$ cat src/rtl/wprot_pkg.sv
package wprot_pkg;

    // Upper nibble shared by all protection-register commands
    localparam logic [3:0] PROT_NIBBLE = 4'b0110;

    typedef enum logic [2:0] {
        K_NONE,      // not a protection command
        K_MISS,      // protection nibble, address field not selected
        K_SET_PERM,
        K_RD_PERM,
        K_SET_REV,
        K_RD_REV,
        K_CLR_REV
    } cmd_kind_t;

    typedef enum logic [1:0] {
        ST_IDLE,
        ST_ARM_PERM,
        ST_ARM_SETREV,
        ST_ARM_CLRREV
    } wp_state_t;

endpackage

$ cat src/rtl/wprot_cmd_decode.sv
module wprot_cmd_decode
    import wprot_pkg::*;
#(
    parameter int PIN_W = 3,
    localparam int CTL_W = PIN_W + 5
) (
    input  logic [CTL_W-1:0] ctl_byte,
    input  logic [PIN_W-1:0] pin_addr,
    input  logic             a0_hv,
    output cmd_kind_t        kind
);

    logic [3:0]       nib;
    logic [PIN_W-1:0] fld;
    logic             rd;
    logic             hv_sel;

    assign nib = ctl_byte[CTL_W-1:CTL_W-4];
    assign fld = ctl_byte[PIN_W:1];
    assign rd  = ctl_byte[0];

    // High-voltage forms: field LSB must be 1, upper field bits and pins 0,
    // field bit 1 must agree with pin 1 (0 = set/read, 1 = clear)
    assign hv_sel = fld[0]
                 && (fld[PIN_W-1:2] == '0)
                 && (pin_addr[PIN_W-1:2] == '0)
                 && (pin_addr[1] == fld[1]);

    always_comb begin
        kind = K_NONE;
        if (nib == PROT_NIBBLE) begin
            kind = K_MISS;
            if (a0_hv) begin
                if (hv_sel) begin
                    if (!fld[1])
                        kind = rd ? K_RD_REV : K_SET_REV;
                    else if (!rd)
                        kind = K_CLR_REV;
                end
            end else if (fld == pin_addr) begin
                kind = rd ? K_RD_PERM : K_SET_PERM;
            end
        end
    end

endmodule

$ cat src/rtl/wprot_array_gate.sv
module wprot_array_gate #(
    parameter int ADDR_W = 8
) (
    input  logic              wr_req,
    input  logic [ADDR_W-1:0] word_addr,
    input  logic              hw_lock,
    input  logic              perm_flag,
    input  logic              rev_flag,
    output logic              mem_we
);

    logic lower_half;
    logic soft_lock;

    assign lower_half = ~word_addr[ADDR_W-1];
    assign soft_lock  = (perm_flag | rev_flag) & lower_half;
    assign mem_we     = wr_req & ~hw_lock & ~soft_lock;

endmodule

$ cat src/rtl/wprot_ctrl.sv
module wprot_ctrl
    import wprot_pkg::*;
#(
    parameter int ADDR_W = 8,
    parameter int PIN_W  = 3,
    localparam int CTL_W = PIN_W + 5
) (
    input  logic              clk,
    input  logic              rst_n,
    input  logic              preload_perm,
    input  logic              preload_rev,
    input  logic              hw_lock,
    input  logic              a0_hv,
    input  logic [PIN_W-1:0]  pin_addr,
    input  logic              ctl_valid,
    input  logic [CTL_W-1:0]  ctl_byte,
    input  logic              frame_start,
    input  logic              frame_stop,
    input  logic              wr_req,
    input  logic [ADDR_W-1:0] word_addr,
    output logic              mem_we,
    output logic              ctl_ack_vld,
    output logic              ctl_ack,
    output logic              perm_flag,
    output logic              rev_flag
);

    cmd_kind_t kind;
    logic      kind_ack;
    wp_state_t st_q, st_d;

    wprot_cmd_decode #(.PIN_W(PIN_W)) dec_i (
        .ctl_byte (ctl_byte),
        .pin_addr (pin_addr),
        .a0_hv    (a0_hv),
        .kind     (kind)
    );

    wprot_array_gate #(.ADDR_W(ADDR_W)) gate_i (
        .wr_req    (wr_req),
        .word_addr (word_addr),
        .hw_lock   (hw_lock),
        .perm_flag (perm_flag),
        .rev_flag  (rev_flag),
        .mem_we    (mem_we)
    );

    // ACK rule: permanent flag silences the whole command family
    always_comb begin
        unique case (kind)
            K_SET_PERM, K_RD_PERM, K_CLR_REV: kind_ack = ~perm_flag;
            K_SET_REV,  K_RD_REV:             kind_ack = ~perm_flag & ~rev_flag;
            default:                          kind_ack = 1'b0;
        endcase
    end

    // Next state: stop > start > command byte
    always_comb begin
        st_d = st_q;
        if (frame_stop || frame_start) begin
            st_d = ST_IDLE;
        end else if (ctl_valid) begin
            st_d = ST_IDLE;
            if (kind_ack) begin
                case (kind)
                    K_SET_PERM: st_d = ST_ARM_PERM;
                    K_SET_REV:  st_d = ST_ARM_SETREV;
                    K_CLR_REV:  st_d = ST_ARM_CLRREV;
                    default:    st_d = ST_IDLE;
                endcase
            end
        end
    end

    // State register
    always_ff @(posedge clk) begin
        if (!rst_n) st_q <= ST_IDLE;
        else        st_q <= st_d;
    end

    // Retained flags, committed only at a stop with the pin low
    always_ff @(posedge clk) begin
        if (!rst_n) begin
            perm_flag <= preload_perm;
            rev_flag  <= preload_rev;
        end else if (frame_stop && !hw_lock) begin
            unique case (st_q)
                ST_ARM_PERM:   perm_flag <= 1'b1;
                ST_ARM_SETREV: rev_flag  <= 1'b1;
                ST_ARM_CLRREV: rev_flag  <= 1'b0;
                ST_IDLE:       ;
            endcase
        end
    end

    // Registered ACK response
    always_ff @(posedge clk) begin
        if (!rst_n) begin
            ctl_ack_vld <= 1'b0;
            ctl_ack     <= 1'b0;
        end else begin
            ctl_ack_vld <= ctl_valid & (kind != K_NONE);
            ctl_ack     <= ctl_valid & kind_ack;
        end
    end

endmodule

$ cat config.mk
export PLATFORM = sky130hd
export DESIGN_NAME = wprot_ctrl
export DESIGN_NICKNAME = d
export VERILOG_FILES = /design/src/rtl/wprot_pkg.sv /design/src/rtl/wprot_cmd_decode.sv /design/src/rtl/wprot_array_gate.sv /design/src/rtl/wprot_ctrl.sv
export SDC_FILE = /design/constraint.sdc
export NUM_CORES = 1
export LEC_CHECK = 0
export BUFFER_PORTS_ARGS = -buffer_cell sky130_fd_sc_hd__buf_2
export CAP_MARGIN = 20
export CORE_MARGIN = 2
export CORE_UTILIZATION = 30
export CTS_CLUSTER_DIAMETER = 150
export CTS_CLUSTER_SIZE = 12
export DETAILED_ROUTE_END_ITERATION = 7
export PLACE_DENSITY = 0.67
export SETUP_SLACK_MARGIN = 0.3
export SYNTH_ARGS = -nofsm -noshare
export SYNTH_HDL_FRONTEND = slang
export SYNTH_HIERARCHICAL = 1
export SYNTH_SLANG_ARGS = --single-unit
$ cat constraint.sdc
create_clock -name clk -period 2.1 [get_ports clk]
set_input_delay 0.105 -clock clk [delete_from_list [all_inputs] [get_ports clk]]
set_output_delay 0.105 -clock clk [all_outputs]
set_load 0.01 [all_outputs]
Word level (Yosys, flattened, before mapping)
Index checks and enable logic that the tools add are counted.
{"block": "totals", "register_bits": 6, "output_inout_bits": 5, "elab_cells": 63}
{"block": "op_classes", "n_eq_ne": 14, "mux": 17, "n_bitwise": 15, "reduce_logical": 12}
{"operator": "two-way mux 3 bit", "count": 6}
{"operator": "== test 3 bit (second input constant)", "count": 3}
{"operator": "inverter 1 bit", "count": 8}
{"operator": "two-way mux 1 bit", "count": 7}
{"operator": "bitwise AND 1 bit", "count": 6}
{"operator": "== test 3 x 2 -> 1 bit (second input constant)", "count": 2}
{"operator": "one-hot mux 2 bit (3 select lines)", "count": 1}
{"operator": "== test 2 bit (second input constant)", "count": 2}
{"operator": "== test 4 x 3 -> 1 bit (second input constant)", "count": 1}
{"operator": "logical AND 1 bit", "count": 4}
{"operator": "!= test 2 x 1 -> 1 bit (second input constant)", "count": 2}
{"operator": "one-hot mux 1 bit (2 select lines)", "count": 2}
{"operator": "AND reduction 2 bit", "count": 2}
{"operator": "OR reduction 2 bit", "count": 2}
{"operator": "== test 3 bit", "count": 1}
{"operator": "!= test 3 x 1 -> 1 bit (second input constant)", "count": 1}
{"operator": "nonzero test 3 bit", "count": 1}
{"operator": "OR reduction 3 bit", "count": 1}
{"operator": "== test 2 x 1 -> 1 bit (second input constant)", "count": 1}
{"operator": "two-way mux 2 bit", "count": 1}
{"operator": "== test 1 bit", "count": 1}
{"operator": "zero test 1 bit", "count": 1}
{"operator": "logical OR 1 bit", "count": 1}
{"operator": "bitwise OR 1 bit", "count": 1}

Logic depth before layout (Yosys ltp)
Gate-level depths: netlist of the first run.
{"block": "logic_depth", "depth_word": 11, "mapped_depth": 6}

Cells and area by module
Netlist of the first run, hierarchy kept.
{"mod": "wprot_ctrl", "instances": 1, "cells_each": 29, "area_per_inst_um2": 272.8, "seq_area_each_um2": 140.1}
{"mod": "wprot_cmd_decode", "instances": 1, "cells_each": 13, "area_per_inst_um2": 102.6, "seq_area_each_um2": 0.0}
{"mod": "wprot_array_gate", "instances": 1, "cells_each": 2, "area_per_inst_um2": 16.3, "seq_area_each_um2": 0.0}

Worst setup path after synthesis of the first run
No wires, ideal clock.
{"block": "synth_path", "path_type": "input-to-reg", "start": "input ctl_byte[7]", "end": "register ctl_ack", "t_arrival_ns": 1.342, "required_time_ns": 2.012, "path_slack_ns": 0.670, "stages": 4, "n_path_buf": 0, "path_cell_list": "nand4bb_1 a2111oi_0 a21oi_1 nor4_2"}
{"block": "synth_via", "elab_chain_cells": 6, "elab_cells_between_ends": 11, "cone_classes": "6 x eq/ne; 2 x mux; 1 x bitwise; 2 x reduce/logical"}
{"item": "start, declared", "line_no": "wprot_ctrl.sv:16", "text": "input logic [CTL_W-1:0] ctl_byte,"}
{"item": "== test 4 x 3 -> 1 bit *", "line_no": "wprot_cmd_decode.sv:31", "text": "if (nib == PROT_NIBBLE) begin"}
{"item": "two-way mux 3 bit *", "line_no": "wprot_cmd_decode.sv:31"}
{"item": "net kind[2]", "line_no": "wprot_ctrl.sv:28", "text": "cmd_kind_t kind;"}
{"item": "== test 3 bit / == test 3 x 2 -> 1 bit (equally long branches)", "line_no": "wprot_ctrl.sv:50", "text": "unique case (kind)"}
{"item": "OR reduction 3 bit / OR reduction 2 bit (equally long branches)", "line_no": "wprot_ctrl.sv:50"}
{"item": "one-hot mux 1 bit (2 select lines) *", "line_no": "wprot_ctrl.sv:50"}
{"item": "bitwise AND 1 bit *", "line_no": "wprot_ctrl.sv:103", "text": "ctl_ack <= ctl_valid & kind_ack;"}
{"item": "end signal, assigned", "line_no": "wprot_ctrl.sv:103"}
{"item": "end, declared", "line_no": "wprot_ctrl.sv:23", "text": "output logic ctl_ack,"}
Mark *: on every way through the listed nets, which the timed path passes. The rest lies on a longest branch.
A chain may end at the register's enable or synchronous reset.

Final worst setup path of the first run
{"block": "layout_path", "start": "input pin_addr[1]", "end": "register ctl_ack"}
{"block": "layout_via", "elab_chain_cells": 9, "elab_cells_between_ends": 16, "cone_classes": "7 x eq/ne; 5 x mux; 1 x bitwise; 3 x reduce/logical"}
{"item": "start, declared", "line_no": "wprot_ctrl.sv:14", "text": "input logic [PIN_W-1:0] pin_addr,"}
{"item": "== test 1 bit", "line_no": "wprot_cmd_decode.sv:27", "text": "&& (pin_addr[1] == fld[1]);"}
{"item": "logical AND 1 bit", "line_no": "wprot_cmd_decode.sv:27"}
{"item": "two-way mux 3 bit", "line_no": "wprot_cmd_decode.sv:34", "text": "if (hv_sel) begin"}
{"item": "two-way mux 3 bit *", "line_no": "wprot_cmd_decode.sv:33", "text": "if (a0_hv) begin"}
{"item": "two-way mux 3 bit *", "line_no": "wprot_cmd_decode.sv:31"}
{"item": "net kind[1]", "line_no": "wprot_ctrl.sv:28"}
{"item": "== test 3 bit / == test 3 x 2 -> 1 bit (equally long branches)", "line_no": "wprot_ctrl.sv:50"}
{"item": "OR reduction 3 bit / OR reduction 2 bit (equally long branches)", "line_no": "wprot_ctrl.sv:50"}
{"item": "one-hot mux 1 bit (2 select lines) *", "line_no": "wprot_ctrl.sv:50"}
{"item": "bitwise AND 1 bit *", "line_no": "wprot_ctrl.sv:103"}
Marks and branches as above.

==> summary.txt, run 1 <==
Status
  – Status: finished clean

Logic synthesis
  – Largest cells by area after synthesis: dfxtp_1 20%, edfxtp_1 15%, nand4bb_1 8.6%, xor2_1 6.7%, nor2_1 4.8%
  – Synthesized area: 391.6 sq um
  – Ys flop type: dfxtp_1
  – Count leader, synth: nor2_1
  – Async S/R FF share, synth: 0
  – Yosys cell types: 25
  – Top post-synthesis cells by count: 5 x nor2_1, 4 x dfxtp_1, 4 x nand2_1
  – Yosys reg bits: 6
  – Share of the synthesized area in the top cell type: 0.2045
  – Mean Syn Cell Area: 8.901 sq um
  – Ys Warns: 6
  – Mapped Cells: 44
  – Post-synth net total: 73
  – Area leader, netlist: dfxtp_1
  – Post-synth EDFFs: 2
  – Sequential cell area fraction in the yosys report: 0.3578

STA
  – Final Hold Vio Count: 0
  – Crit share post-route: 0.6450
  – Hold Worst Slack: 110.9 ps
  – Pins Over Slew Limit: 0
  – Peak Freq: between 700 and 800 MHz
  – Final setup fails: 0
  – Minimum clock period after layout: 1354 ps
  – Setup WS post-layout: 745.5 ps
  – Rel. slew slack: 0.7313
  – Measured slew at the worst slew-check pin: a little under 400 ps
  – Unrepaired setup endpoints after global routing: no
  – Post-route setup TNS: 0 ps
  – Clock skew: 0.3111 ps

Worst setup path
  – CP Data Arrival Time: between 1000 and 1500 ps
  – FF-to-FF End: st_q[1]$_SDFFE_PP0P_
  – Critical Path Start Type: primary input
  – Flop2flop setup slack: around 1200 ps
  – Cell depth of the worst flop-to-flop path: 3
  – Critical path type: primary input to register
  – CP Data Required Time: 2240 ps
  – Reg2Reg Launch Point: perm_flag$_SDFFCE_PP1P_
  – Worst Setup SP: pin_addr[1]
  – CP Max Fanout: 5
  – Critical Path End Type: register
  – Critical Path Sink: ctl_ack$_SDFF_PN0_

Global route
  – First-pass GRT wire length: between 1 and 1.5 mm
  – Gr usage total: 0.1414
  – GR Overflow Total: 0
  – Initial antenna violation count: 0
  – Vias in the first global route: 380
  – Largest net degree at the start of global routing: 8

Clocking
  – H-tree level count: 1
  – Clk_lat worst skew: 250 ps
  – Cts hold-fix bufs: 0
  – Total CTS buffers: 3
  – TritonCTS clock tree: done
  – Reg clk slew, reported paths: 40 ps
  – Cts repair resizes: 0
  – Clk sink count: 6
  – Post-CTS Setup Bufs: 0
  – CTS Buffer Depth: 2
  – Clock Root Buffer: clkbuf_4

Die
  – Initial Util: 0.3127
  – # IOs: 34
  – Area of the core: 1252 sq um
  – Row count: 13
  – Chip height: 40.13 um
  – Die Wd: around 40 um
  – Die area: approximately 1600 sq um

Cells and area
  – Layout Area Growth over Synthesis: 45.69%
  – FF/Latch Area: 140.1 sq um
  – Fraction of layout cells with a size suffix above 1: 0.4459
  – Antenna cells: 0
  – Filler cell count: approximately 130
  – Post-Layout Cell Count: 89
  – Final #Nets: ~110
  – Multi-input gate area: 244.0 sq um

Job
  – Max_cap viols: 0

Drt
  – ANT nets after route: 0
  – Via Count: around 430
  – WL final: 815 um
  – Post-route DRC violation count: 0
  – Post-DR vias/cell: 4.843
  – Initial DRC Count: 5
  – Routed length per instance: approximately 9.2 um
  – DR pass1 iterations: 4

Place
  – Buffers on Ports: 26
  – Hpwl dp: roughly 690 um
  – Dpl cells: 86
  – GP Congestion: 0.6583
  – Post-Place Setup Slack: 479.1 ps

Min path
  – Hold_sp: preload_perm
  – Min-Delay Path Class: primary input to register

Pwr
  – Cell Pwr Density: ~500 nW/um^2
  – Maximum VDD drop: approximately 0.33 mV
  – Leak Pwr: 0.2608 nW
power by group:
part           switching (mW)  internal [mW]  total [mW]
Sequential            0.00267          0.124       0.127
Combinational          0.0236         0.0276      0.0512
Clock                  0.0436         0.0648       0.108
stage by stage:
stage	total power, mW	cell area [sq um]	util
floorplan	0.1501	391.6	-
global placement	0.1797	548.0	0.4376
detailed placement	0.1809	548.0	0.4376
CTS	0.2924	570.5	0.4555
global route	0.3078	570.5	0.4555
finish	0.2865	570.5	0.4555
state kept, by name (all words and copies together) (netlist names):
signal and count:
perm_flag 1, st_q 2, rev_flag 1, ctl_ack 1, ctl_ack_vld 1
area by class of cell:
type | count | area share
sequential | 6 | 0.2456
tap | 15 | 0.03289
clock buffer | 3 | 0.03947
timing repair buffer | 27 | 0.2412
inverter | 2 | 0.01316
multi-input combinational | 36 | 0.4276
per-layer routing:
| layer | global-route usage | share of wire |
|---|---|---|
| met5 | 0 | 0 |
| met4 | 0.1034 | 0.032 |
| met3 | 0.08333 | 0.12 |
| met2 | 0.2379 | 0.45 |
| met1 | 0.1220 | 0.39 |
logic make-up after synthesis:
group,share of synthesized area
AO/OA/AOI/OAI,0.1821
XOR/XNOR,0.06710
flip-flops,0.3578
buffers and inverters,0.01918
AND/OR/NAND/NOR,0.3739
layout by cell type, fill, tap and decap left out, types with 2 or more instances in the layout:
cell        n
edfxtp_1    2
xor2_1      3
clkbuf_4    3
dfxtp_1     4
buf_2      26
a21oi_1     3
inv_1       2
a31oi_1     2
nor2_1      5
nand2_1     4
nand4bb_1   3
how the worst min path moves through the flow:
stage               cells after the start                 endpoint  slack [ps]
floorplan                               2   ctl_ack_vld$_SDFF_PN0_         240
global placement                        2  perm_flag$_SDFFCE_PP1P_         360
detailed placement                      2  perm_flag$_SDFFCE_PP1P_         370
CTS                                     2  perm_flag$_SDFFCE_PP1P_         110
global route                            2  perm_flag$_SDFFCE_PP1P_         110
finish                                  2  perm_flag$_SDFFCE_PP1P_         110
worst max-delay path, stage by stage:
cell	delay [ps]
buf_2	110
xor2_1	170
or4_1	530
a21oi_1	310
and3_1	230
nor4_2	40
No activity file was read; power rests on OpenSTA's default activity.
==> run 2, diff against run 1 <==
==> constraint.sdc (replaced) <==
create_clock -name clk -period 1.4 [get_ports clk]
set_input_delay 0.07 -clock clk [delete_from_list [all_inputs] [get_ports clk]]
set_output_delay 0.07 -clock clk [all_outputs]
set_load 0.01 [all_outputs]
==> summary.txt, run 2 (synthesized netlist as in run 1, its figures left out) <==
Status
  – Status: finished clean (unchanged)

STA
  – Final setup fails: 0 (unchanged)
  – Rel. slew slack: 0.6740 (was 0.7313)
  – Measured slew at the worst slew-check pin: 488.1 ps (was 392.9 ps)
  – Clock skew: 2.444 ps (was 0.3111 ps)
  – Peak Freq: 790.2 MHz
  – Pins Over Slew Limit: 0 (unchanged)
  – Final Hold Vio Count: 0 (unchanged)
  – Hold Worst Slack: 101.6 ps (was 110.9 ps)
  – Minimum clock period after layout: 1266 ps
  – Unrepaired setup endpoints after global routing: yes (was no)
  – Post-route setup TNS: 0 ps (unchanged)
  – Crit share post-route: 0.9039

Clocking
  – Total CTS buffers: 3 (unchanged)
  – TritonCTS clock tree: done (unchanged)
  – CTS Buffer Depth: 2 (unchanged)
  – Clock Root Buffer: clkbuf_4 (unchanged)
  – Clk_lat worst skew: 240 ps (was 250 ps)
  – Cts hold-fix bufs: 0 (unchanged)
  – H-tree level count: 1 (unchanged)
  – Clk sink count: 6 (unchanged)
  – Reg clk slew, reported paths: 40 ps (about the same)

Worst setup path
  – Critical Path Start Type: primary input (unchanged)
  – Critical Path End Type: register (unchanged)
  – Worst Setup SP: pin_addr[1] (unchanged)
  – Flop2flop setup slack: 400 ps (was 1190 ps)
  – CP Data Arrival Time: 1440 ps (was 1490 ps)
  – CP Max Fanout: 3 (was 5)
  – Reg2Reg Launch Point: rev_flag$_DFFE_PP_ (was perm_flag$_SDFFCE_PP1P_)
  – CP Data Required Time: 1570 ps (was 2240 ps)
  – FF-to-FF End: ctl_ack$_SDFF_PN0_ (was st_q[1]$_SDFFE_PP0P_)
  – Cell depth of the worst flop-to-flop path: 4 (was 3)
  – Critical path type: primary input to register (unchanged)

Die
  – Initial Util: 0.3127 (unchanged)
  – Row count: 13 (unchanged)
  – Area of the core: 1252 sq um (unchanged)
  – Die Wd: 40.13 um (unchanged)
  – Chip height: 40.13 um (unchanged)
  – Die area: 1610 sq um (unchanged)
  – # IOs: 34 (unchanged)

Place
  – Hpwl dp: 781.9 um (was 687.2 um)
  – GP Congestion: 0.7053 (was 0.6583)
  – Buffers on Ports: 26 (unchanged)

Min path
  – Hold EP: st_q[1]$_SDFFE_PP0P_ (was perm_flag$_SDFFCE_PP1P_)
  – Min-Delay Path Class: primary input to register (unchanged)
  – Hold_sp: frame_start (was preload_perm)
  – Hold path cells: 4 (was 2)

Pwr
  – Cell Pwr Density: 679.6 nW/um^2 (was 502.2 nW/um^2)
  – Leak Pwr: 0.2963 nW (was 0.2608 nW)
  – Maximum VDD drop: 0.3681 mV (was 0.3310 mV)

Drt
  – Met3 routed WL: 63 um (was 97 um)
  – ANT nets after route: 0 (unchanged)
  – Top routing layer in use: met3 (was met4)
  – WL final: 1.002 mm (was 815 um)
  – Met1 WL: 410 um (was 321 um)
  – Post-route DRC violation count: 0 (unchanged)
  – Initial DRC Count: 3 (was 5)
  – Routed length per instance: 10.66 um (was 9.157 um)
  – Via Count: 462 (was 431)
  – DR pass1 iterations: 4 (unchanged)
  – Post-DR vias/cell: 4.915 (was 4.843)
  – Met2 wire len: 528 um (was 370 um)

Cells and area
  – Max FFs per register: 2 (unchanged)
  – Final #Nets: 110 (was 105)
  – Commonest non-fill, non-tap cell in the layout: buf_2 (unchanged)
  – Antenna cells: 0 (unchanged)
  – Fraction of layout cells with a size suffix above 1: 0.5570 (was 0.4459)
  – Largest Register: st_q (unchanged)
  – Layout Area Growth over Synthesis: 72.20% (was 45.69%)
  – Most frequent cells in the layout: 24 x buf_2, 6 x buf_4, 4 x nand2_1, 4 x nor2_1, 4 x dfxtp_1 (was 26 x buf_2, 5 x nor2_1, 4 x nand2_1, 4 x dfxtp_1)

Global route
  – Gr usage total: 0.1563 (was 0.1414)
  – GR Overflow Total: 0 (unchanged)
  – Vias in the first global route: 413 (was 380)
  – Initial antenna violation count: 0 (unchanged)
  – Largest net degree at the start of global routing: 8 (unchanged)
  – First-pass GRT wire length: 1.600 mm (was 1.393 mm)

Job
  – Max_cap viols: 0 (unchanged)
[run 2: repair_timing]
action                                  CTS  global route
endpoints found under the setup margin    5             5
resized for setup                         5             2
setup buffers                             2             0
pin swaps                                 2             6
cloned                                    0             0
[run 2: per-stage QoR]
step                power (mW)  setup WS [ps]    util  instances  cell area (sq um)
detailed placement      0.2870         -78.60  0.4715         89              590.6
global route            0.4897          61.78  0.5385         94              674.4
finish                  0.4583          134.5  0.5385         94              674.4
global placement        0.2844         -73.30  0.4715         89              590.6
floorplan               0.2299          64.57       -         44              411.6
CTS                     0.4590          172.6  0.5295         94              663.1
[run 2: worst max-delay path by stage]
stage	to	slack [ps]	cells after the start
2_1_floorplan	st_q[1]$_SDFFE_PP0P_	60	6
3_3_place_gp	ctl_ack$_SDFF_PN0_	-70	6
3_5_place_dp	ctl_ack$_SDFF_PN0_	-80	6
4_1_cts	st_q[1]$_SDFFE_PP0P_	170	7
5_1_grt	st_q[1]$_SDFFE_PP0P_	60	7
6_report	st_q[1]$_SDFFE_PP0P_	130	7
[run 2: layout make-up]
| cell class | instances | area, sq um |
|---|---|---|
| Tap cell | 15 | 18.77 |
| Clock buffer | 3 | 22.52 |
| Multi-Input combinational cell | 36 | 297.8 |
| Sequential cell | 6 | 140.1 |
| Inverter | 2 | 7.507 |
| Timing Repair Buffer | 32 | 187.7 |
| Fill cell | 130 | 578.1 |
[run 2: power by group]
group | total [mW] | internal [mW] | switching (mW)
clock | 0.156 | 0.0967 | 0.0590
combinational | 0.113 | 0.0621 | 0.0511
sequential | 0.189 | 0.186 | 0.00283
total | 0.458 | 0.345 | 0.113
[run 2: routing by layer]
layer	track usage	up-vias
li1	-	235
met1	0.1689	214
met2	0.2581	13
met3	0.08333	0
met4	0.05172	0
met5	0	-
[run 2: worst max-delay path, stage by stage]
cell	delay, ps
buf_6	90
xor2_1	160
or4_4	570
o2bb2ai_4	160
nor2_4	120
o2111ai_2	90
a21oi_1	160
==> run 3, diff against run 2 <==
--- a/config.mk
+++ b/config.mk
@@ -5,15 +5,18 @@
 export SDC_FILE = /design/constraint.sdc
 export NUM_CORES = 1
 export LEC_CHECK = 0
+export ABC_AREA = 1
 export BUFFER_PORTS_ARGS = -buffer_cell sky130_fd_sc_hd__buf_2
 export CAP_MARGIN = 20
+export CORE_ASPECT_RATIO = 1.2
 export CORE_MARGIN = 2
 export CORE_UTILIZATION = 30
 export CTS_CLUSTER_DIAMETER = 150
 export CTS_CLUSTER_SIZE = 12
 export DETAILED_ROUTE_END_ITERATION = 7
-export PLACE_DENSITY = 0.67
+export PLACE_DENSITY = 0.63
 export SETUP_SLACK_MARGIN = 0.3
+export SLEW_MARGIN = 15
 export SYNTH_ARGS = -nofsm -noshare
 export SYNTH_HDL_FRONTEND = slang
 export SYNTH_HIERARCHICAL = 1
==> summary.txt, run 3 <==
Clocking
  – Clk sink count: 6 (unchanged)
  – TritonCTS clock tree: done (unchanged)
  – H-tree level count: 1 (unchanged)
  – Reg clk slew, reported paths: 40 ps (about the same)
  – Total CTS buffers: 3 (unchanged)
  – CTS Buffer Depth: 2 (unchanged)
  – Clk_lat worst skew: 250 ps (was 240 ps)
  – Clock Root Buffer: clkbuf_4 (unchanged)

Global route
  – Initial antenna violation count: 0 (unchanged)
  – GR Overflow Total: 0 (unchanged)
  – Largest net degree at the start of global routing: 8 (unchanged)
  – First-pass GRT wire length: 1.331 mm (was 1.600 mm)
  – Gr usage total: 0.1057 (was 0.1563)
  – Vias in the first global route: 365 (was 413)

Logic synthesis
  – Post-synth net total: 106 (was 73)
  – Area leader, netlist: dfxtp_1 (unchanged)
  – Ys flop type: dfxtp_1 (unchanged)
  – Synthesized area: 474.2 sq um (was 391.6 sq um)
  – Yosys cell types: 19 (was 25)
  – Ys Warns: 6 (unchanged)
  – Async S/R FF share, synth: 0 (unchanged)
  – Count leader, synth: nand2_1 (was nor2_1)
  – Largest cells by area after synthesis: dfxtp_1 17%, nand2_1 17%, edfxtp_1 13%, inv_1 12%, nor2_1 7.1% (was dfxtp_1 20%, edfxtp_1 15%, nand4bb_1 8.6%, xor2_1 6.7%, nor2_1 4.8%)
  – Mapped Cells: 77 (was 44)
  – Mean Syn Cell Area: 6.159 sq um (was 8.901 sq um)
  – Post-synth EDFFs: 2 (unchanged)
  – Sequential cell area fraction in the yosys report: 0.2955 (was 0.3578)
  – Share of the synthesized area in the top cell type: 0.1689 (was 0.2045)
  – Yosys reg bits: 6 (unchanged)
  – Top post-synthesis cells by count: 21 x nand2_1, 15 x inv_1, 9 x nor2_1 (was 5 x nor2_1, 4 x dfxtp_1, 4 x nand2_1)

STA
  – Minimum clock period after layout: 1037 ps (was 1266 ps)
  – Final setup fails: 0 (unchanged)
  – Rel. slew slack: 0.8242 (was 0.6740)
  – Final Hold Vio Count: 0 (unchanged)
  – Measured slew at the worst slew-check pin: 263.7 ps (was 488.1 ps)
  – Peak Freq: 964.6 MHz (was 790.2 MHz)
  – Post-route setup TNS: 0 ps (unchanged)
  – Clock skew: 3.370 ps (was 2.444 ps)
  – Pins Over Slew Limit: 0 (unchanged)
  – Crit share post-route: 0.7405 (was 0.9039)
  – Unrepaired setup endpoints after global routing: yes (unchanged)

Cells and area
  – FF/Latch Area: 140.1 sq um (unchanged)
  – Final #Nets: 138 (was 110)
  – Antenna cells: 0 (unchanged)
  – Most frequent cells in the layout: 26 x buf_2, 21 x nand2_1, 15 x inv_1, 9 x nor2_1 (was 24 x buf_2, 6 x buf_4, 4 x nand2_1, 4 x nor2_1, 4 x dfxtp_1)
  – Fraction of layout cells with a size suffix above 1: 0.4206 (was 0.5570)
  – Largest Register: st_q (unchanged)
  – Commonest non-fill, non-tap cell in the layout: buf_2 (unchanged)
  – Post-Layout Cell Count: 124 (was 94)
  – Filler cell count: 155 (was 130)
  – Multi-input gate area: 277.8 sq um (was 297.8 sq um)
  – Max FFs per register: 2 (unchanged)
  – Layout Area Growth over Synthesis: 40.63% (was 72.20%)

Drt
  – ANT nets after route: 0 (unchanged)
  – Post-DR vias/cell: 4.347 (was 4.915)
  – WL final: 945 um (was 1.002 mm)
  – Routed length per instance: 7.621 um (was 10.66 um)
  – Initial DRC Count: 7 (was 3)
  – DR pass1 iterations: 4 (unchanged)
  – Post-route DRC violation count: 0 (unchanged)
  – Via Count: 539 (was 462)

Place
  – GP Congestion: 0.6874 (was 0.7053)
  – Dpl cells: 120 (was 89)
  – Buffers on Ports: 26 (unchanged)
  – Hpwl dp: 801.8 um (was 781.9 um)

Pwr
  – Maximum VDD drop: 0.2579 mV (was 0.3681 mV)
  – Clock share of power: 0.360 (was 0.340)
  – Net Sw Frac: 0.2636 (was 0.2465)
  – Reg power frac: 0.421 (was 0.413)
  – Sw Pwr: 0.1165 mW (was 0.1130 mW)
  – Leak Pwr: 0.3447 nW (was 0.2963 nW)
  – Cell Pwr Density: 663.0 nW/um^2 (was 679.6 nW/um^2)
  – Combinational share of power: 0.219 (was 0.247)
  – Total Power: 0.4421 mW (was 0.4583 mW)
  – Internal power: 0.3256 mW (was 0.3453 mW)

Worst setup path
  – Critical path type: register to output port (was primary input to register)
  – Crit path top cell by count: nor2_1
  – Critical Path Start Type: register (was primary input)
  – CP Data Required Time: 1330 ps (was 1570 ps)
  – Critical Path, Cell by Cell: nor2_1 > nor2_1 > nor2_1 > buf_2 (was buf_6 > xor2_1 > or4_4 > o2bb2ai_4 > nor2_4 > o2111ai_2 > a21oi_1)
  – Crit path max-delay cell type: edfxtp_1 (was or4_4)
  – CP Max Fanout: 3 (unchanged)
  – Critical Path End Type: output port (was register)
  – CP max stage delay: 390 ps (was 570 ps)
  – WP buf/inv: 1 (unchanged)
  – CP Data Arrival Time: 970 ps (was 1440 ps)
  – Crit path max-delay family: flip-flops (was simple AND/OR/NAND/NOR gates)

Die
  – Initial Util: 0.3239 (was 0.3127)
  – Row count: 15 (was 13)
  – Area of the core: 1464 sq um (was 1252 sq um)
  – Chip height: 47.55 um (was 40.13 um)
  – # IOs: 34 (unchanged)
  – Die Wd: 40.30 um (was 40.13 um)
  – Die area: 1916 sq um (was 1610 sq um)

Status
  – Status: finished clean (unchanged)

Min path
  – Min-Delay Path Class: primary input to register (unchanged)

Job
  – Max_cap viols: 0 (unchanged)
-- run 3: changes by cell type after synthesis, sizes merged, moves of 3 or more --
cell / before / now
nand2: 5 / 24
inv: 2 / 18
nor2: 5 / 12
nand3: 0 / 5
nand4bb: 3 / 0
xor2: 3 / 0
-- run 3: power groups by stage --
stage               Combinational (mW)  Sequential (mW)  Clock, mW
global route                     0.111            0.186      0.174
detailed placement              0.0920            0.190          0
CTS                             0.0952            0.186      0.166
finish                          0.0969            0.186      0.159
floorplan                       0.0452            0.192          0
global placement                0.0905            0.190          0
-- run 3: area by class of cell --
cell class                      count  area share
Clock buffer                        3     0.03377
Inverter                           18      0.1013
Multi-Input combinational cell     53      0.4165
Sequential cell                     6      0.2101
Tap cell                           17     0.03189
Timing Repair Buffer               27      0.2064
-- run 3: per-stage QoR --
step,hold WS [ps],utilization,area [sq um],setup WS (ps)
final,82.87,0.4556,666.9,363.3
after global routing,89.48,0.4556,666.9,261.3
after CTS,75.19,0.4479,655.6,331.4
after detailed placement,331.8,0.4274,625.6,77.21
after global placement,323.5,0.4274,625.6,117.0
after floorplan,203.5,-,474.2,327.9
-- run 3: final timing paths --
check	startpoint	slack (ps)	end	depth (start not counted)
hold reg to reg	st_q[0]$_SDFFE_PP0P_	480	st_q[0]$_SDFFE_PP0P_	2
setup / recovery	perm_flag$_SDFFCE_PP1P_	360	mem_we	4
hold / removal	preload_perm	80	perm_flag$_SDFFCE_PP1P_	2
setup reg to reg	rev_flag$_DFFE_PP_	460	st_q[1]$_SDFFE_PP0P_	6
-- run 3: cells by family after synthesis --
| family | Yosys count | share of synthesized area |
|---|---|---|
| compound gates | 9 | 0.1267 |
| simple gates | 44 | 0.4354 |
| flops | 6 | 0.2955 |
| buf+inv | 18 | 0.1425 |
-- run 3: repair_timing --
item | in CTS | in global routing
buffers inserted | 1 | 0
gates resized for setup | 0 | 2
endpoints found under the setup margin | 1 | 4
hold endpoints to repair | 0 | 0
hold buffers | 0 | 0
-- run 3: layer usage --
layer  vias up  track usage  part of all wire  routed length, um
met4         0      0.08000            0.0095                  9
met2        21       0.1645              0.49                461
met3         2      0.04186             0.087                 82
li1        297            -                 -                  -
met1       219       0.1133              0.41                391
met5         -            0                 0                  0
